**src/rtl/l2c_pkg.sv**
```systemverilog
// Shared types for the second-level cache.
package l2c_pkg;
    typedef enum logic [2:0] {
        ST_IDLE,
        ST_LOOKUP,
        ST_WB,
        ST_FILL,
        ST_DONE
    } l2c_state_e;
endpackage

```
**src/rtl/l2c_arb.sv**
```systemverilog
// Fixed-priority grant between the two requesters.
// Assumes the requests are held until acknowledged. A grant is only given
// while the controller is idle, and the data side always wins a tie.
module l2c_arb (
    input  logic i_req,
    input  logic d_req,
    input  logic idle,
    output logic gnt_i,
    output logic gnt_d
);
    // grant decode, data side first
    always_comb begin
        gnt_d = idle & d_req;
        gnt_i = idle & i_req & ~d_req;
    end
endmodule

```
**src/rtl/l2c_lru.sv**
```systemverilog
// Per-set recency ages for true LRU replacement.
// Each set holds a permutation of ages 0..WAYS-1, where 0 is the most recent.
// A touch makes the touched way age 0 and ages every way that was younger.
module l2c_lru #(
    parameter int SETS = 4,
    parameter int WAYS = 2,
    localparam int IDX_W = $clog2(SETS),
    localparam int WAY_W = (WAYS > 1) ? $clog2(WAYS) : 1
) (
    input  logic             clk,
    input  logic             rst_n,
    input  logic             touch,
    input  logic [IDX_W-1:0] touch_set,
    input  logic [WAY_W-1:0] touch_way,
    input  logic [IDX_W-1:0] qry_set,
    output logic [WAY_W-1:0] lru_way
);
    logic [WAY_W-1:0] age_q [SETS][WAYS];
    logic [WAYS-1:0]  oldest_vec;

    // age update on every access that resolves to a way
    always_ff @(posedge clk) begin
        if (!rst_n) begin
            for (int s = 0; s < SETS; s++)
                for (int w = 0; w < WAYS; w++)
                    age_q[s][w] <= WAY_W'(w);
        end else if (touch) begin
            for (int w = 0; w < WAYS; w++) begin
                if (WAY_W'(w) == touch_way)
                    age_q[touch_set][w] <= '0;
                else if (age_q[touch_set][w] < age_q[touch_set][touch_way])
                    age_q[touch_set][w] <= age_q[touch_set][w] + 1'b1;
            end
        end
    end

    // pick the way carrying the oldest age in the queried set
    always_comb begin
        lru_way = '0;
        for (int w = 0; w < WAYS; w++) begin
            oldest_vec[w] = (age_q[qry_set][w] == WAY_W'(WAYS - 1));
            if (oldest_vec[w]) lru_way = WAY_W'(w);
        end
    end

    // the ages of a set stay a permutation, so exactly one way is oldest
    p_lru_perm_r6: assert property (@(posedge clk) disable iff (!rst_n)
        $onehot(oldest_vec));
endmodule

```
**src/rtl/l2c_stats.sv**
```systemverilog
// Event counters for accesses, misses, dirty replacements and read stalls.
// Each event input is a single-cycle strobe. A read adds the fixed stall cost
// when it is accepted.
module l2c_stats #(
    parameter int CNT_W    = 32,
    parameter int STALL_RD = 7
) (
    input  logic             clk,
    input  logic             rst_n,
    input  logic             ev_access,
    input  logic             ev_read,
    input  logic             ev_miss,
    input  logic             ev_dirty,
    output logic [CNT_W-1:0] cnt_access,
    output logic [CNT_W-1:0] cnt_miss,
    output logic [CNT_W-1:0] cnt_dirty_repl,
    output logic [CNT_W-1:0] cnt_stall
);
    // accumulate all four totals
    always_ff @(posedge clk) begin
        if (!rst_n) begin
            cnt_access     <= '0;
            cnt_miss       <= '0;
            cnt_dirty_repl <= '0;
            cnt_stall      <= '0;
        end else begin
            if (ev_access)            cnt_access     <= cnt_access + 1'b1;
            if (ev_miss)              cnt_miss       <= cnt_miss + 1'b1;
            if (ev_dirty)             cnt_dirty_repl <= cnt_dirty_repl + 1'b1;
            if (ev_access && ev_read) cnt_stall      <= cnt_stall + CNT_W'(STALL_RD);
        end
    end

    // every miss belongs to an accepted access
    p_miss_bound_r8: assert property (@(posedge clk) disable iff (!rst_n)
        cnt_miss <= cnt_access);
    // every dirty replacement belongs to a miss
    p_dirty_bound_r8: assert property (@(posedge clk) disable iff (!rst_n)
        cnt_dirty_repl <= cnt_miss);
    // a write access leaves the stall total unchanged
    p_write_no_stall_r9: assert property (@(posedge clk) disable iff (!rst_n)
        (ev_access && !ev_read) |=> $stable(cnt_stall));
endmodule

```
**src/rtl/wbl2_cache.sv**
```systemverilog
// Unified second-level cache: set-associative, LRU, write-back, write-allocate.
// Assumes LINE_WORDS >= UP_WORDS >= 1, both powers of two, SETS >= 2, and
// requesters that hold req until ack. One transaction runs at a time.
// A miss writes back a dirty victim, fills the line and re-runs the lookup,
// which then hits and applies the write or returns the read block.
module wbl2_cache
    import l2c_pkg::*;
#(
    parameter int ADDR_W     = 12,
    parameter int WORD_W     = 32,
    parameter int LINE_WORDS = 4,
    parameter int UP_WORDS   = 2,
    parameter int SETS       = 4,
    parameter int WAYS       = 2,
    parameter int LOOKUP_CYC = 3,
    parameter int XFER_CYC   = 2,
    parameter int CNT_W      = 32,
    localparam int OFF_W     = $clog2(LINE_WORDS),
    localparam int IDX_W     = $clog2(SETS),
    localparam int TAG_W     = ADDR_W - OFF_W - IDX_W,
    localparam int WAY_W     = (WAYS > 1) ? $clog2(WAYS) : 1,
    localparam int LINE_A_W  = ADDR_W - OFF_W,
    localparam int LINE_BITS = LINE_WORDS * WORD_W,
    localparam int UP_BITS   = UP_WORDS * WORD_W
) (
    input  logic                 clk,
    input  logic                 rst_n,
    input  logic                 i_req,
    input  logic [ADDR_W-1:0]    i_addr,
    output logic                 i_ack,
    input  logic                 d_req,
    input  logic                 d_we,
    input  logic [ADDR_W-1:0]    d_addr,
    input  logic [WORD_W-1:0]    d_wdata,
    output logic                 d_ack,
    output logic [UP_BITS-1:0]   up_rdata,
    output logic                 mem_rd_req,
    output logic [LINE_A_W-1:0]  mem_rd_addr,
    input  logic                 mem_rd_valid,
    input  logic [LINE_BITS-1:0] mem_rd_data,
    output logic                 mem_wr_req,
    output logic [LINE_A_W-1:0]  mem_wr_addr,
    output logic [LINE_BITS-1:0] mem_wr_data,
    input  logic                 mem_wr_ack,
    input  logic [ADDR_W-1:0]    prb_addr,
    output logic                 prb_hit,
    output logic [IDX_W-1:0]     prb_set,
    output logic [WAY_W-1:0]     prb_way,
    output logic                 prb_dirty,
    output logic [LINE_BITS-1:0] prb_line,
    output logic [CNT_W-1:0]     cnt_access,
    output logic [CNT_W-1:0]     cnt_miss,
    output logic [CNT_W-1:0]     cnt_dirty_repl,
    output logic [CNT_W-1:0]     cnt_stall
);
    localparam int STALL_RD = LOOKUP_CYC + XFER_CYC * UP_WORDS;

    // line storage
    logic [LINE_BITS-1:0] data_q  [SETS][WAYS];
    logic [TAG_W-1:0]     tag_q   [SETS][WAYS];
    logic                 valid_q [SETS][WAYS];
    logic                 dirty_q [SETS][WAYS];

    // current transaction
    l2c_state_e          state;
    logic                cur_d, cur_we;
    logic [ADDR_W-1:0]   cur_addr;
    logic [WORD_W-1:0]   cur_wdata;
    logic [WAY_W-1:0]    vict_q;
    logic [UP_BITS-1:0]  up_rdata_q;

    logic [IDX_W-1:0]    cur_set;
    logic [TAG_W-1:0]    cur_tag;
    logic [OFF_W-1:0]    cur_off, sub_base;
    logic                hit, has_inv, vdirty, gnt_i, gnt_d;
    logic [WAY_W-1:0]    hit_way, inv_way, lru_way, victim;
    logic                do_fill, do_wr_hit, lookup_miss;
    logic [LINE_BITS-1:0] hit_line;

    assign cur_set  = cur_addr[OFF_W +: IDX_W];
    assign cur_tag  = cur_addr[ADDR_W-1 -: TAG_W];
    assign cur_off  = cur_addr[OFF_W-1:0];
    assign sub_base = cur_off & ~OFF_W'(UP_WORDS - 1);

    // tag match for the active request
    always_comb begin
        hit = 1'b0;
        hit_way = '0;
        for (int w = 0; w < WAYS; w++)
            if (valid_q[cur_set][w] && tag_q[cur_set][w] == cur_tag) begin
                hit = 1'b1;
                hit_way = WAY_W'(w);
            end
    end

    // victim choice: lowest invalid way, otherwise the LRU way
    always_comb begin
        has_inv = 1'b0;
        inv_way = '0;
        for (int w = WAYS - 1; w >= 0; w--)
            if (!valid_q[cur_set][w]) begin
                has_inv = 1'b1;
                inv_way = WAY_W'(w);
            end
        victim = has_inv ? inv_way : lru_way;
        vdirty = valid_q[cur_set][victim] & dirty_q[cur_set][victim];
    end

    assign hit_line    = data_q[cur_set][hit_way];
    assign do_fill     = (state == ST_FILL) && mem_rd_valid;
    assign do_wr_hit   = (state == ST_LOOKUP) && hit && cur_we;
    assign lookup_miss = (state == ST_LOOKUP) && !hit;

    l2c_arb u_arb (
        .i_req (i_req),
        .d_req (d_req),
        .idle  (state == ST_IDLE),
        .gnt_i (gnt_i),
        .gnt_d (gnt_d)
    );

    l2c_lru #(.SETS(SETS), .WAYS(WAYS)) u_lru (
        .clk       (clk),
        .rst_n     (rst_n),
        .touch     ((state == ST_LOOKUP) && hit),
        .touch_set (cur_set),
        .touch_way (hit_way),
        .qry_set   (cur_set),
        .lru_way   (lru_way)
    );

    l2c_stats #(.CNT_W(CNT_W), .STALL_RD(STALL_RD)) u_stats (
        .clk            (clk),
        .rst_n          (rst_n),
        .ev_access      (gnt_i | gnt_d),
        .ev_read        (gnt_i | (gnt_d & ~d_we)),
        .ev_miss        (lookup_miss),
        .ev_dirty       (lookup_miss & vdirty),
        .cnt_access     (cnt_access),
        .cnt_miss       (cnt_miss),
        .cnt_dirty_repl (cnt_dirty_repl),
        .cnt_stall      (cnt_stall)
    );

    // transaction sequencing
    always_ff @(posedge clk) begin
        if (!rst_n) begin
            state      <= ST_IDLE;
            cur_d      <= 1'b0;
            cur_we     <= 1'b0;
            cur_addr   <= '0;
            cur_wdata  <= '0;
            vict_q     <= '0;
            up_rdata_q <= '0;
        end else begin
            case (state)
                ST_IDLE: if (gnt_d || gnt_i) begin
                    cur_d     <= gnt_d;
                    cur_we    <= gnt_d & d_we;
                    cur_addr  <= gnt_d ? d_addr : i_addr;
                    cur_wdata <= d_wdata;
                    state     <= ST_LOOKUP;
                end
                ST_LOOKUP: if (hit) begin
                    up_rdata_q <= hit_line[int'(sub_base) * WORD_W +: UP_BITS];
                    state      <= ST_DONE;
                end else begin
                    vict_q <= victim;
                    state  <= vdirty ? ST_WB : ST_FILL;
                end
                ST_WB:   if (mem_wr_ack) state <= ST_FILL;
                ST_FILL: if (mem_rd_valid) state <= ST_LOOKUP;
                default: state <= ST_IDLE;
            endcase
        end
    end

    // valid and dirty state per line
    always_ff @(posedge clk) begin
        if (!rst_n) begin
            for (int s = 0; s < SETS; s++)
                for (int w = 0; w < WAYS; w++) begin
                    valid_q[s][w] <= 1'b0;
                    dirty_q[s][w] <= 1'b0;
                end
        end else begin
            if (do_fill) begin
                valid_q[cur_set][vict_q] <= 1'b1;
                dirty_q[cur_set][vict_q] <= 1'b0;
            end
            if (do_wr_hit) dirty_q[cur_set][hit_way] <= 1'b1;
        end
    end

    // line data and tags: fill and word merge
    always_ff @(posedge clk) begin
        if (do_fill) begin
            data_q[cur_set][vict_q] <= mem_rd_data;
            tag_q[cur_set][vict_q]  <= cur_tag;
        end
        if (do_wr_hit)
            data_q[cur_set][hit_way][int'(cur_off) * WORD_W +: WORD_W] <= cur_wdata;
    end

    // upstream and memory-side outputs
    assign i_ack       = (state == ST_DONE) && !cur_d;
    assign d_ack       = (state == ST_DONE) && cur_d;
    assign up_rdata    = up_rdata_q;
    assign mem_rd_req  = (state == ST_FILL);
    assign mem_rd_addr = {cur_tag, cur_set};
    assign mem_wr_req  = (state == ST_WB);
    assign mem_wr_addr = {tag_q[cur_set][vict_q], cur_set};
    assign mem_wr_data = data_q[cur_set][vict_q];

    // side-effect-free probe lookup
    always_comb begin
        prb_set   = prb_addr[OFF_W +: IDX_W];
        prb_hit   = 1'b0;
        prb_way   = '0;
        for (int w = 0; w < WAYS; w++)
            if (valid_q[prb_set][w] && tag_q[prb_set][w] == prb_addr[ADDR_W-1 -: TAG_W]) begin
                prb_hit = 1'b1;
                prb_way = WAY_W'(w);
            end
        prb_dirty = prb_hit & dirty_q[prb_set][prb_way];
        prb_line  = prb_hit ? data_q[prb_set][prb_way] : '0;
    end

    // acknowledges never overlap
    p_ack_excl_r10: assert property (@(posedge clk) disable iff (!rst_n)
        !(i_ack && d_ack));
    // a tie in idle starts the data-side transaction
    p_data_first_r10: assert property (@(posedge clk) disable iff (!rst_n)
        (state == ST_IDLE && i_req && d_req) |=> (state == ST_LOOKUP && cur_d));
    // at most one memory request at a time
    p_one_mem_req_r12: assert property (@(posedge clk) disable iff (!rst_n)
        !(mem_rd_req && mem_wr_req));
    // an unanswered read stays asserted at the same address
    p_rd_hold_r12: assert property (@(posedge clk) disable iff (!rst_n)
        (mem_rd_req && !mem_rd_valid) |=> (mem_rd_req && $stable(mem_rd_addr)));
    // an unanswered write stays asserted with the same address and data
    p_wr_hold_r12: assert property (@(posedge clk) disable iff (!rst_n)
        (mem_wr_req && !mem_wr_ack) |=>
        (mem_wr_req && $stable(mem_wr_addr) && $stable(mem_wr_data)));
    // an accepted write-back is followed directly by the fill read
    p_wb_to_fill_r7: assert property (@(posedge clk) disable iff (!rst_n)
        (mem_wr_req && mem_wr_ack) |=> mem_rd_req);
endmodule

```
**config.mk**
```make
export PLATFORM = sky130hd
export DESIGN_NAME = wbl2_cache
export DESIGN_NICKNAME = d
export VERILOG_FILES = /design/src/rtl/l2c_pkg.sv /design/src/rtl/l2c_arb.sv /design/src/rtl/l2c_lru.sv /design/src/rtl/l2c_stats.sv /design/src/rtl/wbl2_cache.sv
export SDC_FILE = /design/constraint.sdc
export NUM_CORES = 2
export LEC_CHECK = 0
export BUFFER_PORTS_ARGS = -buffer_cell sky130_fd_sc_hd__buf_2
export CAP_MARGIN = 20
export CORE_AREA = 2 2 280 489
export DETAILED_ROUTE_END_ITERATION = 16
export DIE_AREA = 0 0 282 491
export PLACE_DENSITY = 0.7
export SYNTH_ARGS = -nofsm -noshare
export SYNTH_HDL_FRONTEND = slang
export SYNTH_SLANG_ARGS = --single-unit
```
**constraint.sdc**
```tcl
create_clock -name clk -period 6.2 [get_ports clk]
set_clock_uncertainty 0.05 [all_clocks]
set_input_delay 1.55 -clock clk [delete_from_list [all_inputs] [get_ports clk]]
set_output_delay 1.55 -clock clk [all_outputs]
set_load 0.005 [all_outputs]
```
# Word-level counts from Yosys, hierarchy flattened
# Memories as Yosys holds them, arrays and structs flattened. A register that Yosys moved wholly into a read port is not among the register bits.
# Index checks and enable logic that the tools add are counted.
[word_totals]
register_bits = 242
ram_bits = 1112
input_bits = 203
out_inout_bits = 477
word_cells = 706
n_memories = 5
[op_classes]
add_sub_neg = 7
order_cmp = 8
n_eq_ne = 11
n_shift = 3
n_mux = 360
bitwise = 277
reduce_logical = 24
[mem_list]
columns = ["name", "depth", "width", "read_ports", "rd_ports_with_merged_regs", "wr", "line_no", "rtl"]
rows = [
  ["data_q", 4, 256, 2, 1, 1, "wbl2_cache.sv:59", "logic [LINE_BITS-1:0] data_q [SETS][WAYS];"],
  ["tag_q", 4, 16, 2, 1, 1, "wbl2_cache.sv:60", "logic [TAG_W-1:0] tag_q [SETS][WAYS];"],
  ["dirty_q", 4, 2, 2, 1, 4, "wbl2_cache.sv:62", "logic dirty_q [SETS][WAYS];"],
  ["u_lru.age_q", 4, 2, 1, 1, 4, "l2c_lru.sv:18", "logic [WAY_W-1:0] age_q [SETS][WAYS];"],
  ["valid_q", 4, 2, 2, 1, 4, "wbl2_cache.sv:61", "logic valid_q [SETS][WAYS];"],
]
[op_table]
columns = ["op", "count"]
rows = [
  ["$mux 128", 12],
  ["$mux 256", 2],
  ["$mux 1", 309],
  ["$or 1x1->1", 262],
  ["$demux 128 s1", 2],
  ["$shift 32x33->128 const A", 1],
  ["$shiftx 128x8->64", 1],
  ["$shiftx 32x33->128", 1],
  ["$add 32x1->32 const B", 3],
  ["$mux 2", 21],
  ["$neg 7->33", 1],
  ["$add 32x3->32 const B", 1],
  ["$eq 8x8->1", 4],
  ["$mux 8", 4],
  ["$mux 16", 1],
  ["$logic_and 1x1->1", 13],
  ["$mux 12", 1],
  ["$mux 3", 4],
  ["$pmux 3 s4", 1],
  ["$and 1x1->1", 8],
  ["$demux 8 s1", 1],
  ["$ge 2x2->1 const B", 4],
  ["$not 1->2", 4],
  ["$eq 3x2->1 const B", 2],
  ["15 further kinds", 27],
]

# Logic depth before layout (Yosys ltp)
[depth]
depth_word = 16
ltp_mapped = 12
ltp_nobuf = 7

# Hierarchy
# A second synthesis with hierarchy kept.
[unflattened]
cells_unflattened = 4736
hier_area_um2 = 66123.4
[modules_own_cells]
columns = ["mod", "instances", "cells_per_inst", "area_per_inst_um2", "seq_area_each_um2"]
rows = [
  ["wbl2_cache", 1, 3968, 59522.1, 35373.9],
  ["l2c_stats", 1, 719, 6055.8, 2562.5],
  ["l2c_lru", 1, 47, 529.3, 230.2],
  ["l2c_arb", 1, 2, 16.3, 0.0],
]

# Least setup slack after synthesis
# Ideal clock, no wire load.
[synth_timing]
path_kind = "in2out"
start = "input prb_addr[2]"
end = "output prb_line[118]"
arrival_ps = 4242
required_ps = 4600
path_slack_ps = 358
stages = 10
path_buffers = 5
cell_sequence = "buf_2 -> buf_2 -> buf_2 -> mux4_2 -> xor2_1 -> nor4_1 -> clkbuf_1 -> clkbuf_1 -> nand4_1 -> o21ai_0"
[synth_between]
elab_chain_len = 9
word_cells_on_any_way = 15
cone_classes = "2 x eq/ne; 7 x mux; 1 x bitwise; 2 x reduce/logical; 3 x memory"
[synth_lines]
columns = ["item", "line_no", "rtl"]
rows = [
  ["start, declared", "wbl2_cache.sv:45", "input logic [ADDR_W-1:0] prb_addr,"],
  ["$mem_v2 4x16", "-", ""],
  ["$eq 8x8->1", "wbl2_cache.sv:221", "if (valid_q[prb_set][w] && tag_q[prb_set][w] == prb_addr[ADDR_W-1 -: TAG_W]) begin"],
  ["$logic_and 1x1->1", "wbl2_cache.sv:221", ""],
  ["$mux 1", "wbl2_cache.sv:221", ""],
  ["$not 1->2 (not written as such)", "wbl2_cache.sv:226", "prb_line = prb_hit ? data_q[prb_set][prb_way] : '0;"],
  ["$mux 128 (not written as such) (3 in series)", "wbl2_cache.sv:226", ""],
  ["$mux 128 (*)", "wbl2_cache.sv:226", ""],
  ["end, declared", "wbl2_cache.sv:50", "output logic [LINE_BITS-1:0] prb_line,"],
]
# Mark *: on every way between the ends. The rest lies on a longest branch, timed or not. The select of a mux whose other input is x is not followed.

# Final worst setup path
[layout_timing]
start = "input prb_addr[2]"
end = "output prb_line[119]"
# Same word-level chain as after synthesis.

==> results.py <==
metrics = {
    "yosys": {
        "synthAdderAreaFrac": 0.00165,
        "synth_xor_xnor_area_share": 0.0103,
        "synth-simple-area-share": 0.0876,
        "synth-seq-cells": 1356,
        "synth_top_family_by_area": "multiplexers",
        "ys_async_sr_fraction": 0,
        "synth_nets": 4899,
        "synth.cell_area_mm2": 0.0681,
        "synth_edf_count": 1101,
        "syn_area_per_cell_um2": 14.5,
        "yosys_warnings": 0,
        "ys.flop_type": "edfxtp_1",
        "synth-compound-area-share": 0.0525,
        "synthCells": 4687,
        "yosysSeqAreaShare": 0.560,
        "synth_cell_types": 49,
        "synth_mux_area_frac": 0.254,
    },
    "cells_and_area": {
        "finalNetCount": 5495,
        "area_growth_pct": 16.4,
        "final_layout_size_suffix_gt1_frac": 0.392,
    },
    "sta": {
        "setup_tns_ps": 0,
        "fin_crit_ps": 5950,
        "hold_viol": 0,
        "rsz0062_at_grt": "no",
        "fmax_mhz": 168,
        "drv_slew": 0,
        "hold_slack_ps": 414,
        "fin_crit_sh": 0.960,
        "relSlewSlack": 0.108,
        "setup_viol": 0,
        "fin_ws_ps": 248,
        "worstMarginPinSlew_ps": 1340,
    },
    "die": {
        "core_area_mm2": 0.134,
        "dieArea_mm2": 0.138,
        "die_w_um": 282,
        "die_y_um": 491,
        "start_util": 0.507,
        "core.rowCount": 178,
        "io_pins": 680,
    },
    "power_and_ir_drop": {
        "clkPwrFrac": 0.365,
        "swShare": 0.292,
        "pwr-share-comb": 0.188,
        "leakage_nw": 26.7,
        "p_sw_w": 0.00673,
        "ir_worst_vdd_mv": 0.275,
        "p_int_w": 0.0164,
        "powerDensity_mw_per_mm2": 291,
        "seq_power_share": 0.447,
    },
    "global_routing": {
        "grt_usage": 0.365,
        "grt_max_degree": 140,
        "grt_pass1_wl_um": 352000,
        "antenna_found_initial": 97,
        "gr-total-overflow": 0,
        "grt_pass1_vias": 48036,
    },
    "worst_setup_path": {
        "cp_max_fo": 51,
        "worstSetupEndpoint": "prb_line[119]",
        "r2r_setup_slack_ps": 1030,
        "cp-end-kind": "primary output",
        "cp_data_required_time_ps": 4600,
        "r2r_cells": 7,
        "r2r_end": "up_rdata[29]",
        "startpoint": "prb_addr[2]",
        "path_class": "primary input to primary output",
        "arrival_ps": 4350,
        "startpoint_type": "primary input",
    },
    "clock_tree": {
        "clock-sinks": 1356,
        "insertion_delay_ps": 790,
        "cts_tree": "yes",
        "numCtsBuffers": 133,
        "hold_buffers": 0,
        "clkTransAtPathRegs_ps": 60,
        "root_buffer": "clkbuf_16",
        "cts_resized": 0,
        "clock_path_buffers": 3,
        "post-cts-setup-buffer-count": 0,
        "htreeDepth": 4,
    },
    "drt": {
        "dr.pass1.iters": 6,
        "drtIter0Drc": 5657,
        "antenna_left": 0,
        "totalWireLength_um": 257000,
        "post_drt_wl_per_cell_um": 35.2,
        "vias_per_cell": 6.79,
        "drc_errors": 0,
        "num_vias": 49467,
    },
    "min_path": {
        "hold_path_depth": 2,
        "hold_class": "flip-flop to flip-flop",
    },
    "place": {
        "io_buffers": 677,
        "dp_slack_ps": 310,
        "hpwl_um": 167000,
        "place_congestion": 0.886,
    },
    "job": {
        "cap_viol_max_count": 0,
    },
    "outcome": {
        "outcome": "finished, final reports clean",
    },
}
[synth_stat cells (all sizes together), types with 21 or more instances]
master,number,area (µm²)
nor4,157,997
and3,27,169
or3,21,131
nand4,168,1050
buf,104,534
nand3,47,255
mux2,392,4410
edfxtp,1101,33100
nor3,32,160
a211oi,141,1060
o32ai,64,561
mux2i,40,400
o311ai,32,280
and2,132,826
nand2,360,1350
nand2b,60,375
a21oi,93,465
inv,146,548
o21ai,155,776
mux4,554,12500
nor2,91,342
xnor2,54,473
dfxtp,255,5100
xor2,26,228
clkbuf,330,1240
o31ai,36,270
[stage by stage]
stage               area, µm²  std cells  utilization  total power (W)
CTS                     79100       7190        0.589           0.0230
global placement        74600       6946        0.556           0.0147
floorplan               68100       4687            -           0.0127
global route            79100       7210        0.589           0.0236
finish                  79300       7286        0.591           0.0231
detailed placement      74600       6947        0.556           0.0148
[registers in the layout, summed over array words and instances (netlist names), named ones only]
register / cells
cur_addr: 12
cur_d: 1
cur_wdata: 32
cur_we: 1
data_q: 1024
dirty_q: 8
state: 3
tag_q: 64
u_lru.age_q: 8
u_stats.cnt_access: 32
u_stats.cnt_dirty_repl: 32
u_stats.cnt_miss: 32
u_stats.cnt_stall: 32
up_rdata: 64
valid_q: 8
vict_q: 1
[final cells by class]
class | instances | area, µm²
clock inverter | 66 | 728
inverter | 146 | 551
sequential | 1356 | 38200
tap | 1800 | 2250
clock buffer | 177 | 3720
fill | 10421 | 55000
timing repair buffer | 895 | 5490
antenna | 95 | 238
multi-input combinational | 2751 | 28100
[cells by family after synthesis]
family	Yosys count
AO/OA/AOI/OAI	542
XOR/XNOR	80
adder cells (fa/ha/maj)	9
buffers and inverters	580
flip-flops	1356
multiplexers	986
AND/OR/NAND/NOR	1134
[cell usage in the layout (no fill, tap or decap), drive strengths merged, types with 91 or more instances in the layout]
| master | count |
|---|---|
| buf | 894 |
| mux2 | 392 |
| a21oi | 93 |
| mux4 | 554 |
| nand4 | 168 |
| nor2 | 91 |
| a211oi | 141 |
| edfxtp | 1101 |
| and2 | 132 |
| inv | 157 |
| o21ai | 155 |
| diode | 95 |
| nor4 | 157 |
| clkbuf | 178 |
| dfxtp | 255 |
| nand2 | 360 |
[metal layers]
metal / vias up / track usage / share of wire
met2: 3570 / 0.567 / 0.47
met3: 699 / 0.133 / 0.14
met4: 66 / 0.254 / 0.074
met1: 25069 / 0.417 / 0.31
li1: 20063 / - / -
met5: - / 0 / 0.0016
[worst min-delay path by stage]
stage / start / to / slack (ps)
floorplan: valid_q[2][0] / valid_q[2][0] / 400
detailed placement: u_stats.cnt_dirty_repl[31] / u_stats.cnt_dirty_repl[31] / 410
finish: u_stats.cnt_dirty_repl[31] / u_stats.cnt_dirty_repl[31] / 410
CTS: u_stats.cnt_dirty_repl[31] / u_stats.cnt_dirty_repl[31] / 420
global route: up_rdata[9] / up_rdata[9] / 440
global placement: u_stats.cnt_miss[31] / u_stats.cnt_miss[31] / 400
[power groups by stage]
stage | Sequential (W) | Clock (W) | Combinational, W
6_report | 0.0103 | 0.00843 | 0.00434
5_1_grt | 0.0103 | 0.00878 | 0.00447
4_1_cts | 0.0103 | 0.00845 | 0.00427
3_5_place_dp | 0.0105 | 0 | 0.00424
3_3_place_gp | 0.0105 | 0 | 0.00422
2_1_floorplan | 0.0102 | 0 | 0.00250
[worst max-delay path: stages]
cell	delay, ps
buf_8	240
mux4_2	600
xor2_1	180
nor4_2	300
buf_4	200
buf_12	280
buf_4	270
nand4_1	90
o21ai_0	310
buf_2	180
No activity file was read; power rests on OpenSTA's default activity.
